`src/rtl/cpg_pkg.sv`:
```
package cpg_pkg;
  typedef enum logic {
    VMODE_60HZ = 1'b0,
    VMODE_50HZ = 1'b1
  } vmode_e;

  typedef enum logic {
    LINE_PLAIN   = 1'b0,
    LINE_FLIPPED = 1'b1
  } line_pol_e;
endpackage

```
`src/rtl/cpg_phase_ctr.sv`:
```
module cpg_phase_ctr #(
  parameter int W = 4
) (
  input  logic         clk,
  input  logic         rst,
  output logic [W-1:0] phase_o,
  output logic         last_o,
  output logic         pix_en_o
);
  localparam logic [W-1:0] LAST_STEP = {W{1'b1}};

  logic [W-1:0] phase_q;

  always_ff @(posedge clk) begin
    if (rst) begin
      phase_q  <= '0;
      pix_en_o <= 1'b0;
    end else begin
      phase_q  <= phase_q + 1'b1;
      pix_en_o <= (phase_q == LAST_STEP);
    end
  end

  assign phase_o = phase_q;
  assign last_o  = (phase_q == LAST_STEP);
endmodule

```
`src/rtl/cpg_line_parity.sv`:
```
module cpg_line_parity
  import cpg_pkg::*;
(
  input  logic      clk,
  input  logic      rst,
  input  logic      line_start_i,
  output line_pol_e pol_o
);
  line_pol_e pol_q;

  always_ff @(posedge clk) begin
    if (rst) begin
      pol_q <= LINE_PLAIN;
    end else if (line_start_i) begin
      pol_q <= (pol_q == LINE_PLAIN) ? LINE_FLIPPED : LINE_PLAIN;
    end
  end

  assign pol_o = pol_q;
endmodule

```
`src/rtl/cpg_hue_map.sv`:
```
module cpg_hue_map
  import cpg_pkg::*;
#(
  parameter int HUE_W = 4,
  parameter int SUP_A = 1,
  parameter int SUP_B = 13,
  parameter int SUP_C = 14
) (
  input  logic [HUE_W-1:0] hue_i,
  input  vmode_e           mode_i,
  input  line_pol_e        pol_i,
  output logic [HUE_W-1:0] hue_eff_o,
  output logic             grey_o
);
  localparam logic [HUE_W-1:0] CODE_A = HUE_W'(SUP_A);
  localparam logic [HUE_W-1:0] CODE_B = HUE_W'(SUP_B);
  localparam logic [HUE_W-1:0] CODE_C = HUE_W'(SUP_C);

  logic alt_mode;
  logic is_black;
  logic is_banned;

  always_comb begin
    alt_mode  = (mode_i == VMODE_50HZ);
    is_black  = (hue_i == '0);
    is_banned = (hue_i == CODE_A) || (hue_i == CODE_B) || (hue_i == CODE_C);
    grey_o    = is_black || (alt_mode && is_banned);
    if (alt_mode && (pol_i == LINE_FLIPPED)) begin
      hue_eff_o = ~hue_i;
    end else begin
      hue_eff_o = hue_i;
    end
  end
endmodule

```
`src/rtl/cpg_carrier_out.sv`:
```
module cpg_carrier_out #(
  parameter int W          = 4,
  parameter int BASE_DELAY = 7
) (
  input  logic         clk,
  input  logic         rst,
  input  logic [W-1:0] phase_i,
  input  logic         last_i,
  input  logic [W-1:0] hue_i,
  input  logic         grey_i,
  output logic         chroma_o,
  output logic         grey_o
);
  localparam logic [W-1:0] BASE = W'(BASE_DELAY);

  logic [W-1:0] held_hue_q;
  logic         held_grey_q;
  logic [W-1:0] hue_n;
  logic         grey_n;
  logic [W-1:0] phase_n;
  logic [W-1:0] offset_n;

  always_comb begin
    hue_n    = last_i ? hue_i  : held_hue_q;
    grey_n   = last_i ? grey_i : held_grey_q;
    phase_n  = phase_i + 1'b1;
    offset_n = phase_n - (BASE + hue_n);
  end

  always_ff @(posedge clk) begin
    if (rst) begin
      held_hue_q  <= '0;
      held_grey_q <= 1'b1;
      chroma_o    <= 1'b0;
      grey_o      <= 1'b1;
    end else begin
      held_hue_q  <= hue_n;
      held_grey_q <= grey_n;
      chroma_o    <= !grey_n && !offset_n[W-1];
      grey_o      <= grey_n;
    end
  end
endmodule

```
`src/rtl/chroma_phase_gen.sv`:
```
module chroma_phase_gen
  import cpg_pkg::*;
#(
  parameter int COLOR_W    = 8,
  parameter int PHASE_W    = 4,
  parameter int BASE_DELAY = 7,
  parameter int SUP_A      = 1,
  parameter int SUP_B      = 13,
  parameter int SUP_C      = 14
) (
  input  logic               clk,
  input  logic               rst,
  input  logic [COLOR_W-1:0] color_i,
  input  logic               line_start_i,
  input  logic               pal_mode_i,
  output logic               chroma_o,
  output logic               grey_o,
  output logic               pix_en_o
);
  localparam int HUE_W = PHASE_W;
  localparam int LUM_W = COLOR_W - HUE_W;

  logic [PHASE_W-1:0] phase;
  logic               last_step;
  line_pol_e          pol;
  vmode_e             mode;
  logic [HUE_W-1:0]   hue_raw;
  logic [HUE_W-1:0]   hue_eff;
  logic               grey_sel;
  logic               unused_low_bits;

  assign hue_raw         = color_i[COLOR_W-1 -: HUE_W];
  assign unused_low_bits = ^color_i[LUM_W-1:0];
  assign mode            = pal_mode_i ? VMODE_50HZ : VMODE_60HZ;

  cpg_phase_ctr #(.W(PHASE_W)) u_ctr (
    .clk      (clk),
    .rst      (rst),
    .phase_o  (phase),
    .last_o   (last_step),
    .pix_en_o (pix_en_o)
  );

  cpg_line_parity u_par (
    .clk          (clk),
    .rst          (rst),
    .line_start_i (line_start_i),
    .pol_o        (pol)
  );

  cpg_hue_map #(
    .HUE_W (HUE_W),
    .SUP_A (SUP_A),
    .SUP_B (SUP_B),
    .SUP_C (SUP_C)
  ) u_map (
    .hue_i     (hue_raw),
    .mode_i    (mode),
    .pol_i     (pol),
    .hue_eff_o (hue_eff),
    .grey_o    (grey_sel)
  );

  cpg_carrier_out #(
    .W          (PHASE_W),
    .BASE_DELAY (BASE_DELAY)
  ) u_out (
    .clk      (clk),
    .rst      (rst),
    .phase_i  (phase),
    .last_i   (last_step),
    .hue_i    (hue_eff),
    .grey_i   (grey_sel),
    .chroma_o (chroma_o),
    .grey_o   (grey_o)
  );
endmodule

```
`config.mk`:
```
export PLATFORM = sky130hd
export DESIGN_NAME = chroma_phase_gen
export DESIGN_NICKNAME = d
export VERILOG_FILES = /design/src/rtl/cpg_pkg.sv /design/src/rtl/cpg_phase_ctr.sv /design/src/rtl/cpg_line_parity.sv /design/src/rtl/cpg_hue_map.sv /design/src/rtl/cpg_carrier_out.sv /design/src/rtl/chroma_phase_gen.sv
export SDC_FILE = /design/constraint.sdc
export NUM_CORES = 1
export LEC_CHECK = 0
export ABC_AREA = 1
export BUFFER_PORTS_ARGS = -buffer_cell sky130_fd_sc_hd__buf_2
export CORE_UTILIZATION = 45
export DETAILED_ROUTE_END_ITERATION = 12
export PLACE_DENSITY = 0.75
export SLEW_MARGIN = 20
export SYNTH_ARGS = -nofsm -noshare
export SYNTH_HDL_FRONTEND = slang
export SYNTH_SLANG_ARGS = --single-unit
```
`constraint.sdc`:
```
create_clock -name clk -period 2.6 [get_ports clk]
set_input_delay 0 -clock clk [delete_from_list [all_inputs] [get_ports clk]]
set_output_delay 0 -clock clk [all_outputs]
set_load 0.05 [all_outputs]
```
==> results.py <==
metrics = {
    "placed_design": {
        "port_buffers": 10,
        "gp_congestion": 0.720,
        "place_inst": 113,
        "place_ws_ns": 0.277,
        "dp_hpwl_um": 905,
    },
    "synth": {
        "synth_adder_area_share": 0.0737,
        "yosys.area_share.simple": 0.368,
        "synth_top_family_by_area": "simple AND/OR/NAND/NOR gates",
        "syn_area_um2": 679,
        "synth-seq-cells": 12,
        "yosys.cell_types.count": 23,
        "synth_nets": 105,
        "synth-compound-area-share": 0.0810,
        "synth_xor_area_frac": 0.0387,
        "seq_area_frac_synth": 0.354,
        "synth_mux_area_frac": 0,
        "synthCells": 89,
        "yosysWarnings": 0,
        "syn_avg_cell_area_um2": 7.63,
    },
    "die": {
        "die_w_um": 40.9,
        "num_io_pins": 15,
        "die_y_um": 40.9,
        "start_util": 0.503,
        "fp.dieArea_mm2": 0.00167,
        "rows": 13,
        "coreArea_mm2": 0.00135,
    },
    "setup_path": {
        "path_cells": "ha_1 > nand2_4 > nor2_8 > or2_2 > inv_1 > a21oi_1 > ha_1 > inv_1 > ha_1 > nor3b_1 > nand3_1 > nand2_1 > nand3_2 > nand2_1 > nor2_1",
        "worst-setup-path-type": "reg2reg",
        "cp_top_family": "simple AND/OR/NAND/NOR gates",
        "cpPeakStageDelay_ns": 0.43,
        "critPathSlowestCell": "dfxtp_1",
        "worstPathMaxFanout": 8,
        "crit_required_ns": 2.77,
        "crit_path_end_kind": "flip-flop",
        "critPathBufInv": 2,
        "crit_arrival_ns": 2.51,
        "cp_common_cell": "ha_1",
        "cp-start-kind": "flip-flop",
    },
    "clocking": {
        "insertion_delay_ns": 0.27,
        "post_cts_buffers": 0,
        "numClockSinks": 12,
        "tritoncts": "done",
        "cts_inserted_buffers": 3,
        "cts_root_buf": "clkbuf_4",
        "path_clk_slew_ns": 0.08,
        "h-tree-depth": 1,
        "clockBufferDepth": 2,
    },
    "finish": {
        "syn2layout_area_growth_pct": 16.4,
        "drive_above_1_share": 0.272,
        "final_nets": 120,
        "fillers": 127,
        "multiInputGateArea_um2": 382,
        "final_cell_mix": "nand2_1, dfxtp_1, inv_1",
        "final_common_cell": "nand2_1",
        "antenna_cells": 0,
        "post-route-util": 0.586,
        "final_cells": 118,
        "seq_area_um2": 240,
    },
    "power_and_ir_drop": {
        "switching_share": 0.252,
        "clkPwrFrac": 0.379,
        "cellPowerDensity_mw_per_mm2": 501,
        "pwr-share-comb": 0.126,
        "intPower_uw": 296,
        "total_power_uw": 396,
        "peakVddDrop_uv": 338,
        "p_sw_uw": 100,
        "p_seq_frac": 0.495,
        "p_leak_nw": 0.411,
    },
    "global_routing": {
        "grt_max_degree": 12,
        "antenna_found_initial": 0,
        "grtUsageMet3": 0.0978,
        "gr-total-overflow": 0,
        "grt_busiest_layer": "met2",
        "grt_first_pass_wirelength_um": 1700,
        "use_met1": 0.176,
        "grt_util_met2": 0.273,
        "grt_pass1_vias": 445,
        "track_usage": 0.166,
    },
    "route": {
        "routed_wirelength_um": 1150,
        "vias_per_cell": 4.92,
        "drc_errors": 0,
        "drt_iter0_drc": 2,
        "dr.pass1.iters": 2,
        "vias": 581,
        "wire_per_inst_um": 9.71,
        "ant_nets": 0,
    },
    "run": {
        "cap_violations": 0,
    },
    "worst_hold_path": {
        "min_path_type": "in2reg",
    },
    "sta": {
        "totalNegativeSetupSlack_ns": 0,
        "period_needed_ns": 2.34,
        "fin_crit_sh": 0.899,
        "tightest_slew_ns": 0.278,
        "skew_ns": 0.00312,
        "hold_viol": 0,
        "clock.fmax_ghz": 0.428,
        "setup_ws_ns": 0.264,
        "finalSetupViolations": 0,
        "max_slew_margin": 0.813,
        "rsz0062_at_grt": "no",
        "slew_viol_final": 0,
    },
    "status": {
        "status": "finished clean",
    },
}
[state kept, by name (all words and copies together) (netlist names)]
register,count
u_out.grey_o,1
u_out.held_hue_q,4
u_par.pol_o,1
u_out.chroma_o,1
u_ctr.pix_en_o,1
u_ctr.phase_o,4
[final cells by class]
type / count / area share
tap: 15 / 0.0237
multi-input combinational: 62 / 0.483
clock buffer: 4 / 0.0459
inverter: 14 / 0.0680
sequential: 12 / 0.304
timing repair buffer: 11 / 0.0759
[routing by layer]
metal	vias up	wire length (µm)
met5	-	0
met4	0	0
met3	0	57
met1	254	552
met2	11	535
li1	316	-
[cells in the mapped netlist]
cell / instances / area (µm²)
nand3_2: 3 / 30.0
xor2_1: 2 / 17.5
nor3_1: 1 / 5.00
o211ai_1: 1 / 7.51
nand4_1: 2 / 12.5
nand2_2: 4 / 25.0
or2_2: 1 / 6.26
o21ai_0: 3 / 15.0
xnor2_1: 1 / 8.76
inv_2: 2 / 7.51
nor2_1: 10 / 37.5
a21oi_1: 5 / 25.0
a211oi_1: 1 / 7.51
nor2_8: 1 / 20.0
clkbuf_1: 1 / 3.75
nand3_1: 7 / 35.0
nand2_1: 13 / 48.8
ha_1: 4 / 50.1
inv_1: 11 / 41.3
clkinv_2: 1 / 5.00
nand2_4: 2 / 22.5
nor3b_1: 1 / 7.51
dfxtp_1: 12 / 240
[per-stage QoR]
stage / hold slack, ns / cell area [µm²]
2_1_floorplan: 0.137 / 679
3_3_place_gp: 0.242 / 744
3_5_place_dp: 0.262 / 744
4_1_cts: 0.0231 / 791
5_1_grt: 0.0226 / 791
6_report: 0.0246 / 791
[power by group through the flow]
stage / registers [mW] / clock network, mW / logic [mW]
detailed placement: 0.200 / 0 / 0.0495
CTS: 0.196 / 0.156 / 0.0507
floorplan: 0.199 / 0 / 0.0355
global route: 0.197 / 0.164 / 0.0584
finish: 0.196 / 0.150 / 0.0500
global placement: 0.200 / 0 / 0.0471
[final timing paths]
kind	start	endpoint	slack, ns	cells after the start
worst min register to register	u_out.held_hue_q[0]	u_out.held_hue_q[0]	0.48	2
worst max-delay path	u_ctr.phase_o[0]	u_out.chroma_o	0.26	15
worst min-delay path	rst	u_ctr.phase_o[0]	0.02	2
worst max register to register	u_ctr.phase_o[0]	u_out.chroma_o	0.26	15
[logic make-up after synthesis]
family	count (synthesis)
AND/OR/NAND/NOR	45
buffers and inverters	15
flip-flops	12
AO/OA/AOI/OAI	10
adder cells (fa/ha/maj)	4
XOR/XNOR	3
[repair_timing]
action                    4_1_cts  5_1_grt
gates resized for setup         0        0
hold endpoints to repair        1        0
hold buffers                    1        0
Note: power is estimated with default switching activity, not from simulation.
